## src/rtl/sig_cos_pkg.sv

```systemverilog
package sig_cos_pkg;

  // Strobes from control to datapath, valid in the boundary cycle.
  typedef struct packed {
    logic eval;   // multiframe boundary: evaluate all channels
    logic prime;  // first boundary since reset: load without reporting
    logic integ;  // integration filter active for this boundary
  } cosStb_t;

endpackage

```

## src/rtl/sig_cos_ctrl.sv

```systemverilog
module sig_cos_ctrl
  import sig_cos_pkg::*;
#(
  parameter int NUM_CH = 32
) (
  input  logic              clk,
  input  logic              rstN,
  input  logic              mfStrobe,
  input  logic              integEn,
  input  logic [NUM_CH-1:0] eventVec,
  input  logic [NUM_CH-1:0] selMask,
  input  logic              sumClr,
  input  logic              irqMask,
  output cosStb_t           stb,
  output logic              summary,
  output logic              irqN
);

  logic primedQ;
  logic sumQ;
  logic selHit;

  always_ff @(posedge clk or negedge rstN) begin
    if (!rstN) begin
      primedQ <= 1'b0;
    end else if (mfStrobe) begin
      primedQ <= 1'b1;
    end
  end

  always_comb begin
    stb.eval  = mfStrobe;
    stb.prime = mfStrobe && !primedQ;
    stb.integ = integEn;
  end

  assign selHit = |(eventVec & selMask);

  // Sticky summary: a new qualifying event wins over a clear.
  always_ff @(posedge clk or negedge rstN) begin
    if (!rstN) begin
      sumQ <= 1'b0;
    end else begin
      sumQ <= (sumQ && !sumClr) || selHit;
    end
  end

  assign summary = sumQ;
  assign irqN    = !(sumQ && irqMask);

endmodule

```

## src/rtl/sig_cos_datapath.sv

```systemverilog
module sig_cos_datapath
  import sig_cos_pkg::*;
#(
  parameter int NUM_CH    = 32,
  parameter int NIB_W     = 4,
  parameter int STABLE_MF = 3,
  localparam int CH_IDX_W = $clog2(NUM_CH),
  localparam int CNT_W    = $clog2(STABLE_MF + 1)
) (
  input  logic                clk,
  input  logic                rstN,
  input  cosStb_t             stb,
  input  logic                chWe,
  input  logic [CH_IDX_W-1:0] chIdx,
  input  logic [NIB_W-1:0]    chVal,
  input  logic [NUM_CH-1:0]   stsClr,
  input  logic [CH_IDX_W-1:0] rdIdx,
  output logic [NUM_CH-1:0]   eventVec,
  output logic [NUM_CH-1:0]   stsBits,
  output logic [NIB_W-1:0]    rdState
);

  localparam logic [CNT_W-1:0] CNT_FULL = CNT_W'(STABLE_MF);
  localparam logic [CNT_W-1:0] CNT_ONE  = CNT_W'(1);

  logic [NIB_W-1:0] curArr [NUM_CH];

  for (genvar g = 0; g < NUM_CH; g++) begin : gCh
    logic [NIB_W-1:0] stageQ;
    logic [NIB_W-1:0] curQ;
    logic [NIB_W-1:0] candQ;
    logic [CNT_W-1:0] cntQ;
    logic [CNT_W-1:0] cntNext;
    logic             stsQ;
    logic             diffCur;
    logic             chEvent;

    // Consecutive boundaries on which the staged value has been the same.
    assign cntNext = (stageQ != candQ) ? CNT_ONE :
                     (cntQ >= CNT_FULL) ? CNT_FULL : cntQ + CNT_ONE;
    assign diffCur = (stageQ != curQ);
    assign chEvent = stb.eval && !stb.prime && diffCur &&
                     (!stb.integ || (cntNext == CNT_FULL));

    always_ff @(posedge clk or negedge rstN) begin
      if (!rstN) begin
        stageQ <= '0;
        curQ   <= '0;
        candQ  <= '0;
        cntQ   <= '0;
        stsQ   <= 1'b0;
      end else begin
        if (chWe && (chIdx == CH_IDX_W'(g))) begin
          stageQ <= chVal;
        end
        if (stb.eval) begin
          candQ <= stageQ;
          cntQ  <= stb.prime ? CNT_ONE : cntNext;
          if (stb.prime || chEvent) begin
            curQ <= stageQ;
          end
        end
        stsQ <= (stsQ && !stsClr[g]) || chEvent;
      end
    end

    assign eventVec[g] = chEvent;
    assign stsBits[g]  = stsQ;
    assign curArr[g]   = curQ;
  end

  always_comb begin
    rdState = '0;
    for (int i = 0; i < NUM_CH; i++) begin
      if (rdIdx == CH_IDX_W'(i)) begin
        rdState = curArr[i];
      end
    end
  end

endmodule

```

## src/rtl/sig_cos_detect.sv

```systemverilog
module sig_cos_detect
  import sig_cos_pkg::*;
#(
  parameter int NUM_CH    = 32,
  parameter int NIB_W     = 4,
  parameter int STABLE_MF = 3,
  localparam int CH_IDX_W = $clog2(NUM_CH)
) (
  input  logic                clk,
  input  logic                rstN,
  input  logic                mfStrobe,
  input  logic                chWe,
  input  logic [CH_IDX_W-1:0] chIdx,
  input  logic [NIB_W-1:0]    chVal,
  input  logic                integEn,
  input  logic [NUM_CH-1:0]   selMask,
  input  logic                irqMask,
  input  logic [NUM_CH-1:0]   stsClr,
  input  logic                sumClr,
  input  logic [CH_IDX_W-1:0] rdIdx,
  output logic [NIB_W-1:0]    rdState,
  output logic [NUM_CH-1:0]   stsBits,
  output logic                summary,
  output logic                irqN
);

  cosStb_t           stb;
  logic [NUM_CH-1:0] eventVec;

  sig_cos_ctrl #(
    .NUM_CH(NUM_CH)
  ) uCtrl (
    .clk     (clk),
    .rstN    (rstN),
    .mfStrobe(mfStrobe),
    .integEn (integEn),
    .eventVec(eventVec),
    .selMask (selMask),
    .sumClr  (sumClr),
    .irqMask (irqMask),
    .stb     (stb),
    .summary (summary),
    .irqN    (irqN)
  );

  sig_cos_datapath #(
    .NUM_CH   (NUM_CH),
    .NIB_W    (NIB_W),
    .STABLE_MF(STABLE_MF)
  ) uData (
    .clk     (clk),
    .rstN    (rstN),
    .stb     (stb),
    .chWe    (chWe),
    .chIdx   (chIdx),
    .chVal   (chVal),
    .stsClr  (stsClr),
    .rdIdx   (rdIdx),
    .eventVec(eventVec),
    .stsBits (stsBits),
    .rdState (rdState)
  );

endmodule

```

## config.mk

```make
export PLATFORM = sky130hd
export DESIGN_NAME = sig_cos_detect
export DESIGN_NICKNAME = d
export VERILOG_FILES = /design/src/rtl/sig_cos_pkg.sv /design/src/rtl/sig_cos_ctrl.sv /design/src/rtl/sig_cos_datapath.sv /design/src/rtl/sig_cos_detect.sv
export SDC_FILE = /design/constraint.sdc
export NUM_CORES = 1
export LEC_CHECK = 0
export ABC_AREA = 1
export BUFFER_PORTS_ARGS = -buffer_cell sky130_fd_sc_hd__buf_2
export CAP_MARGIN = 20
export CORE_MARGIN = 3
export CORE_UTILIZATION = 68
export CTS_BUF_LIST = sky130_fd_sc_hd__clkbuf_4 sky130_fd_sc_hd__clkbuf_8
export CTS_CLUSTER_DIAMETER = 100
export CTS_CLUSTER_SIZE = 8
export DETAILED_ROUTE_END_ITERATION = 7
export GPL_TIMING_DRIVEN = 0
export PLACE_DENSITY = 0.87
export SLEW_MARGIN = 0
export SYNTH_ARGS = -nofsm -noshare
export SYNTH_HDL_FRONTEND = slang
export SYNTH_SLANG_ARGS = --single-unit
export TNS_END_PERCENT = 50
```

## constraint.sdc

```tcl
create_clock -name clk -period 5.1 [get_ports clk]
set_input_delay 1.02 -clock clk [delete_from_list [all_inputs] [get_ports clk]]
set_output_delay 1.02 -clock clk [all_outputs]
set_load 0.02 [all_outputs]
```

Word-level counts from Yosys, hierarchy flattened
Cells that the tools add are included.

Shifts and indexed selects: 0. Bitwise operators: 1. Reductions and logical operators: 301. Magnitude comparators: 32. Multiply operators: 0. Eq/ne operators: 158. Div/mod/pow operators: 0. Multiplexer cells: 128. $add $sub $neg: 32.

Operator list (count): $ne A4 B4 Y1 (64); $mux W2 (96); $eq A5 B5 Y1 const B (32); $logic_and A1 B1 Y1 (132); $mux W4 (32); $logic_or A1 B1 Y1 (97); $eq A5 B4 Y1 const B (16); $add A2 B1 Y2 const B (32); $eq A2 B2 Y1 const B (32); $ge A2 B2 Y1 const B (32); $reduce_and A2 Y1 (32); $eq A5 B3 Y1 const B (8); $logic_not A1 Y1 (37); $and A32 B32 Y32 (1); $reduce_or A32 Y1 (1); $eq A5 B2 Y1 const B (4); $eq A5 B1 Y1 const B (2); $logic_not A5 Y1 (2).

Word-level logic and storage cells: 814. ROM bits: 0. Memories kept: 0. Output and inout port bits: 38. RAM bits: 0. Input bits: 85. Bits in latches: 0. Flip-flop bits (word level): 482.

Longest topological paths before layout
Gate-level depths: netlist of the first run.

Depth after elaboration: 33. Mapped depth: 22. Depth with buffers taken out: 22.

By module
From an unflattened synthesis of the first run, not the netlist that was laid out.

Cells, all modules: 2716. Area, all modules: 23147.2 um^2.

Modules (own cells, without submodules): sig_cos_datapath (cells an instance 2646, sequential area each 12011.5 um^2, instances 1, area an instance 22826.9 um^2); sig_cos_ctrl (cells an instance 70, sequential area each 50.0 um^2, instances 1, area an instance 320.3 um^2).

Worst setup path after synthesis of the first run
OpenSTA, ideal clock, no wires.

Path kind: in2out. From: input port rdIdx[4]. To: output port rdState[1]. Data required time: 4.080 ns. Buffers on the path: 2. Cell stages on the path: 21. Setup slack: 1.455 ns. Data arrival time: 2.625 ns. Cell sequence: buf_6 > inv_4 > buf_2 > nand4_1 > nand2_1 > nor2_1 > nand4_1 > nor2_1 > nand4_1 > nand2_1 > nand3_1 > nand2_1 > nand4_1 > nand2_1 > nand4_1 > nand2_1 > nand4_1 > nand2_1 > nand3_1 > nand2_1 > nand4_1.

Longest elaborated chain between the ends: 33. Elaborated cells on any way between the ends: 64. Those cells by class: 31 x eq/ne; 32 x mux; 1 x reduce/logical.

RTL lines: start, declared (line sig_cos_detect.sv:20) `input logic [CH_IDX_W-1:0] rdIdx,`; $logic_not A5 Y1 (line sig_cos_datapath.sv:75) `if (rdIdx == CH_IDX_W'(i)) begin`; $mux W4 (31 in series) (line sig_cos_datapath.sv:75); $mux W4 (*) (line sig_cos_datapath.sv:75); end, declared (line sig_cos_detect.sv:21) `output logic [NIB_W-1:0] rdState,`.

Every way passes the cells marked *; elsewhere a longest branch is shown, timed or not.

Worst setup path in the final report of the first run
From: input port rdIdx[1]. To: output port rdState[2].

Same word-level chain as after synthesis.

==> impl_metrics.csv, run 1 <==
group,metric,value,unit
drt,dr.pass1.iters,8,
sta,tightest_slew,1.23,ns
critical_path,r2r_start,"uCtrl.primedQ$_DFFE_PN0P_",
placed_design,dp_slack,0.276,ns
sta,fin_skew,0.0221,ns
critical_path,reg2regPathDepth,6,
global_routing,grt.overflow.total,0,
job,drv_cap,0,
synth,yosysTopAreaCellShare,52.8,%
drt,ant_nets,0,
global_routing,grt_pass1_wl,103000,um
synth,synth_top_family_by_area,"simple AND/OR/NAND/NOR gates",
drt,routedWlPerCell,21.2,um
die,core-area,32800,um^2
drt,drt_iter0_drc,2173,
power_and_ir_drop,powerDensity,483,nW/um^2
synth,yosys.area_share.simple,18.6,%
synth,syn-num-nets,2591,
drt,drt_wl_total,67000,um
synth,yosys_warnings,0,
critical_path,crit_arrival,3.80,ns
sta,fin_ws,0.275,ns
synth,synth_flop_cell,"dfrtp_1",
sta,setup_viol,0,
critical_path,critPathCapture,"rdState[2]",
cts,clock_path_buffers,3,
die,start_util,69.6,%
synth,synth_area,22800,um^2
synth,ys_async_sr_fraction,100,%
final_layout,nNetsFinal,2790,
drt,remaining_drc_errors,0,
cts,clk_latency,0.61,ns
cts,htreeDepth,3,
cts,cts_tree,"built",
critical_path,path_max_fanout,6,
sta,finalCritPeriodShare,94.6,%
die,core.rowCount,66,
cts,ctsHoldBuffers,0,
worst_hold_path,hold_path_class,"flip-flop to flip-flop",
global_routing,grt_max_degree,128,
placed_design,numPortBuffers,121,
sta,max_slew_margin,18.2,%
cts,cts-root-buf,"clkbuf_8",
final_layout,fillers,2205,
critical_path,cp.required,4.08,ns
critical_path,r2r-end,"uData.gCh[10].cntQ[1]$_DFFE_PN0P_",
sta,layout_min_cycle_time,4.82,ns
sta,rsz0062_at_grt,"false",
global_routing,grt_pass1_vias,19300,
die,die_w,189,um
global_routing,antenna_found_initial,1,
synth,avgSynthCellArea,9.11,um^2
critical_path,r2r_setup_slack,1.05,ns
synth,synth_cells,2506,
cts,cts_buffers,70,
critical_path,startpoint,"rdIdx[1]",
worst_hold_path,hold_depth,2,
final_layout,syn_to_final_growth,10.3,%
final_layout,drive_gt1_share,13.0,%
synth,yosysTopAreaCell,"dfrtp_1",
status,status,"complete, no violations",
cts,path_clk_slew,0.07,ns
final_layout,area.sequential,12100,um^2
placed_design,dpl_cell_area,24100,um^2
synth,synth_edf_count,0,
final_layout,multi_input_area,9600,um^2
synth,yosysUniqueCellTypes,39,
sta,drv_slew,0,
power_and_ir_drop,power.leakage,12.7,nW
drt,avgViaCountPerCell,6.11,
die,die_area,35800,um^2
synth,synth_mux_area_share,4.29,%
synth,synth_xor_area_share,9.71,%
placed_design,post-dp-hpwl,47200,um
sta,hold_viol_final,0,
die,ioPinCount,123,
global_routing,track_usage,37.4,%
power_and_ir_drop,peakVddDrop,0.411,mV
critical_path,setup.worst_path.start_class,"input pin",
critical_path,cp-end-kind,"output port",
drt,vias,19300,
placed_design,place.gp.congestion,0.985,
synth,synth_seq_area_share,52.8,%
critical_path,crit_type,"input pin to output port",
synth,synth-seq-cells,482,
synth,synth_compound_area_share,9.34,%
final_layout,fin_area,25200,um^2
sta,max_freq,207,MHz
synth,synthAdderAreaFrac,0,%
sta,whs,0.483,ns
die,die_y,189,um
cts,cts_sinks,482,
synth,yosys-top-cells-area,"dfrtp_1, nand2_1, xor2_1",
==> worst max-delay path, cell delays in order <==
cell,delay [ns]
buf_2,0.17
nand2_4,0.13
inv_2,0.03
nand2_1,0.22
nor2_2,0.09
inv_2,0.07
nor2_1,0.04
nor2_1,0.10
nand4_1,0.08
nand2_1,0.12
nand3_1,0.11
nand2_1,0.09
nand4_1,0.08
nor2_1,0.21
nand4_1,0.14
nand2_1,0.12
nand4_1,0.13
nand2_1,0.13
nand4_1,0.13
nand2_1,0.12
nand3_1,0.14
nand2_1,0.11
nand3_2,0.07
buf_2,0.16
==> routing by layer <==
layer	track usage, %	up-vias	wire, um
li1	-	8542	-
met1	49.0	9374	25500
met2	60.2	1095	31400
met3	6.72	271	6290
met4	19.6	0	3760
met5	0	-	0
==> state kept, by name, summed over array words and instances (netlist names) <==
name and count:
uCtrl.primedQ 1, uData.gCh.stageQ 128, uData.gCh.cntQ 64, uData.gCh.curQ 128
uData.gCh.stsQ 32, uCtrl.summary 1, uData.gCh.candQ 128
==> timing repair <==
action | 4_1_cts | 5_1_grt
resized for setup | 0 | 1
buffers inserted | 0 | 0
setup endpoints to repair | 0 | 1
==> cell families (layout without fill, tap and decap cells) <==
| group | count (synthesis) | count (layout) |
|---|---|---|
| AO/OA/AOI/OAI | 366 | 366 |
| XOR/XNOR | 253 | 253 |
| buffers and inverters | 277 | 482 |
| flip-flops | 482 | 482 |
| multiplexers | 87 | 87 |
| other | 0 | 2 |
| AND/OR/NAND/NOR | 1041 | 1041 |
==> power by group <==
part | leakage (nW) | internal (mW) | switching (mW) | total [mW]
Sequential | 6.14 | 4.94 | 1.10 | 6.04
Combinational | 6.06 | 1.56 | 1.88 | 3.44
Clock | 0.530 | 1.28 | 1.39 | 2.67
Total | 12.7 | 7.77 | 4.38 | 12.1
==> synthesized netlist by cell type (2+ instances only) <==
library cell,number
nand3_1,47
buf_4,32
o41ai_1,15
nand2_2,2
o22a_1,18
clkbuf_1,58
a41oi_1,13
o21ai_0,230
buf_6,2
nand4_1,37
nor2_2,4
inv_2,7
nor2_4,2
nand2_1,815
a21oi_1,44
nand3_2,3
dfrtp_1,482
o32ai_1,14
nor2_1,77
o22ai_1,9
o211ai_1,18
buf_1,7
xnor2_1,64
nor4_1,34
nor3_1,9
xor2_1,189
o2111ai_1,3
or4_1,7
inv_1,166
mux2_2,87
buf_2,3
==> layout make-up <==
| cell class | count | share of cell area, % |
|---|---|---|
| diodes | 2 | 0.0199 |
| clock inverters | 5 | 0.154 |
| well taps | 442 | 2.20 |
| plain buffers | 102 | 2.07 |
| multi-input cells | 1747 | 38.1 |
| flip-flops and latches | 482 | 47.9 |
| inverters | 175 | 2.62 |
| repair buffers | 127 | 2.88 |
| clock buffers | 73 | 3.99 |
==> cell usage in the layout, fill, tap and decap left out, drive strengths merged, types with 2 or more instances in the layout <==
cell type  count
o32ai         14
nand3         50
clkinv         2
o22ai          9
nand4         37
nor2          83
buf          171
mux2          87
nand2        818
clkinvlp       4
or4            7
clkbuf       131
a41oi         13
a21oi         44
xor2         189
dfrtp        482
o211ai        18
nor4          34
inv          174
diode          2
xnor2         64
o41ai         15
o2111ai        3
o22a          18
o21ai        230
nor3          10
==> worst min path at each step <==
| stage | start | endpoint | slack, ns |
|---|---|---|---|
| final | uCtrl.primedQ$_DFFE_PN0P_ | uCtrl.primedQ$_DFFE_PN0P_ | 0.48 |
| after global routing | uData.gCh[20].candQ[2]$_DFFE_PN0P_ | uData.gCh[20].candQ[2]$_DFFE_PN0P_ | 0.51 |
| after CTS | uCtrl.primedQ$_DFFE_PN0P_ | uCtrl.primedQ$_DFFE_PN0P_ | 0.47 |
| after detailed placement | uCtrl.primedQ$_DFFE_PN0P_ | uCtrl.primedQ$_DFFE_PN0P_ | 0.46 |
| after global placement | uCtrl.primedQ$_DFFE_PN0P_ | uCtrl.primedQ$_DFFE_PN0P_ | 0.45 |
| after floorplan | uCtrl.primedQ$_DFFE_PN0P_ | uCtrl.primedQ$_DFFE_PN0P_ | 0.44 |
==> through the flow <==
| step | power [mW] | setup TNS [ns] | cells | utilization (%) |
|---|---|---|---|---|
| 2_1_floorplan | 8.26 | 0 | 2506 | - |
| 3_3_place_gp | 9.12 | -2992.34 | 3069 | 73.2 |
| 3_5_place_dp | 9.42 | 0 | 3074 | 73.5 |
| 4_1_cts | 12.1 | 0 | 3152 | 76.7 |
| 5_1_grt | 12.8 | 0 | 3154 | 76.8 |
| 6_report | 12.1 | 0 | 3155 | 76.8 |
Power figures use the tool's default switching activity.
==> run 2, diff against run 1 <==
--- a/config.mk
+++ b/config.mk
@@ -10,7 +10,7 @@
 export CAP_MARGIN = 20
 export CORE_MARGIN = 3
 export CORE_UTILIZATION = 68
-export CTS_BUF_LIST = sky130_fd_sc_hd__clkbuf_4 sky130_fd_sc_hd__clkbuf_8
+export CTS_BUF_LIST = sky130_fd_sc_hd__clkbuf_2
 export CTS_CLUSTER_DIAMETER = 100
 export CTS_CLUSTER_SIZE = 8
 export DETAILED_ROUTE_END_ITERATION = 7
==> run 2 against run 1 <==
Net effect: power is 8.7% lower; sequential share of layout area up 1.3 points; non-clock buffer count shrank 1; combinational power barely moved; hold slack lost 0.32 ns; clock power is 37% lower.
==> impl_metrics.csv, run 2 (synthesis gave the netlist of run 1 again) <==
group,metric,value,unit
drt,ant_nets,0,
drt,drt_wl_total,65800,um
die,die_w,189,um
final_layout,fillers,2332,
cts,htreeDepth,3,
drt,vias,19200,
job,drv_cap,0,
sta,hold_viol_final,0,
sta,fin_skew,0.0627,ns
cts,cts_tree,"built",
global_routing,grt_pass1_wl,102000,um
critical_path,setup.worst_path.start_class,"input pin",
global_routing,antenna_found_initial,2,
die,ioPinCount,123,
power_and_ir_drop,powerDensity,453,nW/um^2
critical_path,path_max_fanout,6,
drt,dr.pass1.iters,6,
sta,tightest_slew,1.29,ns
drt,drt_iter0_drc,2088,
critical_path,reg2regPathDepth,6,
placed_design,post-dp-hpwl,47200,um
power_and_ir_drop,power.leakage,12.5,nW
cts,path_clk_slew,0.13,ns
sta,setup_tns,0,ns
die,die_y,189,um
global_routing,grt_max_degree,128,
die,core.rowCount,66,
global_routing,busiest_layer,"met2",
global_routing,grt_use_met1,48.9,%
sta,max_slew_margin,13.8,%
sta,max_freq,208,MHz
final_layout,fin_util,74.8,%
drt,remaining_drc_errors,0,
final_layout,nNetsFinal,2789,
final_layout,reg_top3,"uData.gCh.candQ: 128 flops, uData.gCh.curQ: 128 flops, uData.gCh.stageQ: 128 flops",
global_routing,grt.overflow.total,0,
sta,setup_viol,0,
final_layout,layout_commonest_cell,"nand2_1",
die,core-area,32800,um^2
critical_path,startpoint,"rdIdx[1]",
drt,avgViaCountPerCell,6.07,
global_routing,track_usage,36.8,%
final_layout,syn_to_final_growth,7.38,%
placed_design,numPortBuffers,121,
critical_path,r2r-end,"uData.gCh[13].cntQ[1]$_DFFE_PN0P_",
status,status,"complete, no violations",
global_routing,use_met2,59.1,%
sta,drv_slew,0,
final_layout,drive_gt1_share,13.0,%
worst_hold_path,hold_path_class,"input pin to asynchronous set/reset pin",
final_layout,final_cell_mix,"nand2_1, dfrtp_1, o21ai_0",
cts,clk_latency,0.96,ns
critical_path,crit_type,"input pin to output port",
critical_path,r2r_start,"uCtrl.primedQ$_DFFE_PN0P_",
cts,ctsResizeCount,0,
sta,finalCritPeriodShare,94.1,%
cts,cts_sinks,482,
cts,clock_path_buffers,3,
critical_path,crit_arrival,3.78,ns
critical_path,r2r_setup_slack,1.07,ns
drt,routedWlPerCell,20.8,um
die,die_area,35800,um^2
cts,cts_buffers,70,
cts,ctsHoldBuffers,0,
sta,rsz0062_at_grt,"false",
critical_path,cp.required,4.08,ns
power_and_ir_drop,peakVddDrop,0.325,mV
placed_design,place.gp.congestion,0.985,
cts,cts-root-buf,"clkbuf_2",
sta,layout_min_cycle_time,4.80,ns
global_routing,use_met3,6.74,%
cts,post_cts_buffers,0,
die,start_util,69.6,%
critical_path,cp-end-kind,"output port",
global_routing,grt_pass1_vias,19000,
-- run 2: report_power, final --
part / internal [mW] / total, mW / switching [mW]
clock network: 0.379 / 1.67 / 1.29
registers: 4.92 / 6.01 / 1.09
logic: 1.56 / 3.42 / 1.86
-- run 2: how the worst max path moves through the flow --
stage | endpoint | slack, ns
floorplan | rdState[1] | 1.46
global placement | uData.gCh[30].candQ[0]$_DFFE_PN0P_ | -6.25
detailed placement | rdState[0] | 0.28
CTS | rdState[0] | 0.27
global route | rdState[0] | 0.13
finish | rdState[2] | 0.30
-- run 2: metal layers --
layer	share of wire, %	vias up
met1	38	9251
met4	5.2	0
met3	9.6	242
li1	-	8568
met5	0	-
met2	47	1113
-- run 2: area by class of cell --
type	instances	area [um^2]	share of cell area (%)
timing repair buffer	126	711	2.90
sequential	482	12100	49.2
antenna	5	12.5	0.0510
tap	442	553	2.26
clock buffer	73	365	1.49
buffer	102	522	2.13
inverter	175	659	2.69
clock inverter	5	23.8	0.0970
multi-input combinational	1747	9600	39.2
-- run 2: worst max-delay path, stage by stage --
cell and delay [ns]:
buf_2 0.17, nand2_4 0.13, inv_2 0.03, nand2_1 0.22, nor2_2 0.09, inv_2 0.07
nor2_1 0.04, nor2_1 0.10, nand4_1 0.08, nand2_1 0.11, nand3_1 0.10, nand2_1 0.09
nand4_1 0.07, nor2_1 0.23, nand4_1 0.14, nand2_1 0.12, nand4_1 0.13, nand2_1 0.13
nand4_1 0.12, nand2_1 0.12, nand3_1 0.12, nand2_1 0.10, nand3_2 0.07, buf_2 0.16
-- run 2: per-stage QoR --
stage	total power [mW]	cells	setup WS [ns]	hold slack (ns)	instance area [um^2]
global route	11.7	3154	0.133	0.188	24500
detailed placement	9.42	3074	0.276	0.460	24100
global placement	9.12	3069	-6.25	0.453	24000
floorplan	8.26	2506	1.46	0.440	22800
finish	11.1	3157	0.299	0.165	24500
CTS	11.0	3152	0.270	0.149	24500
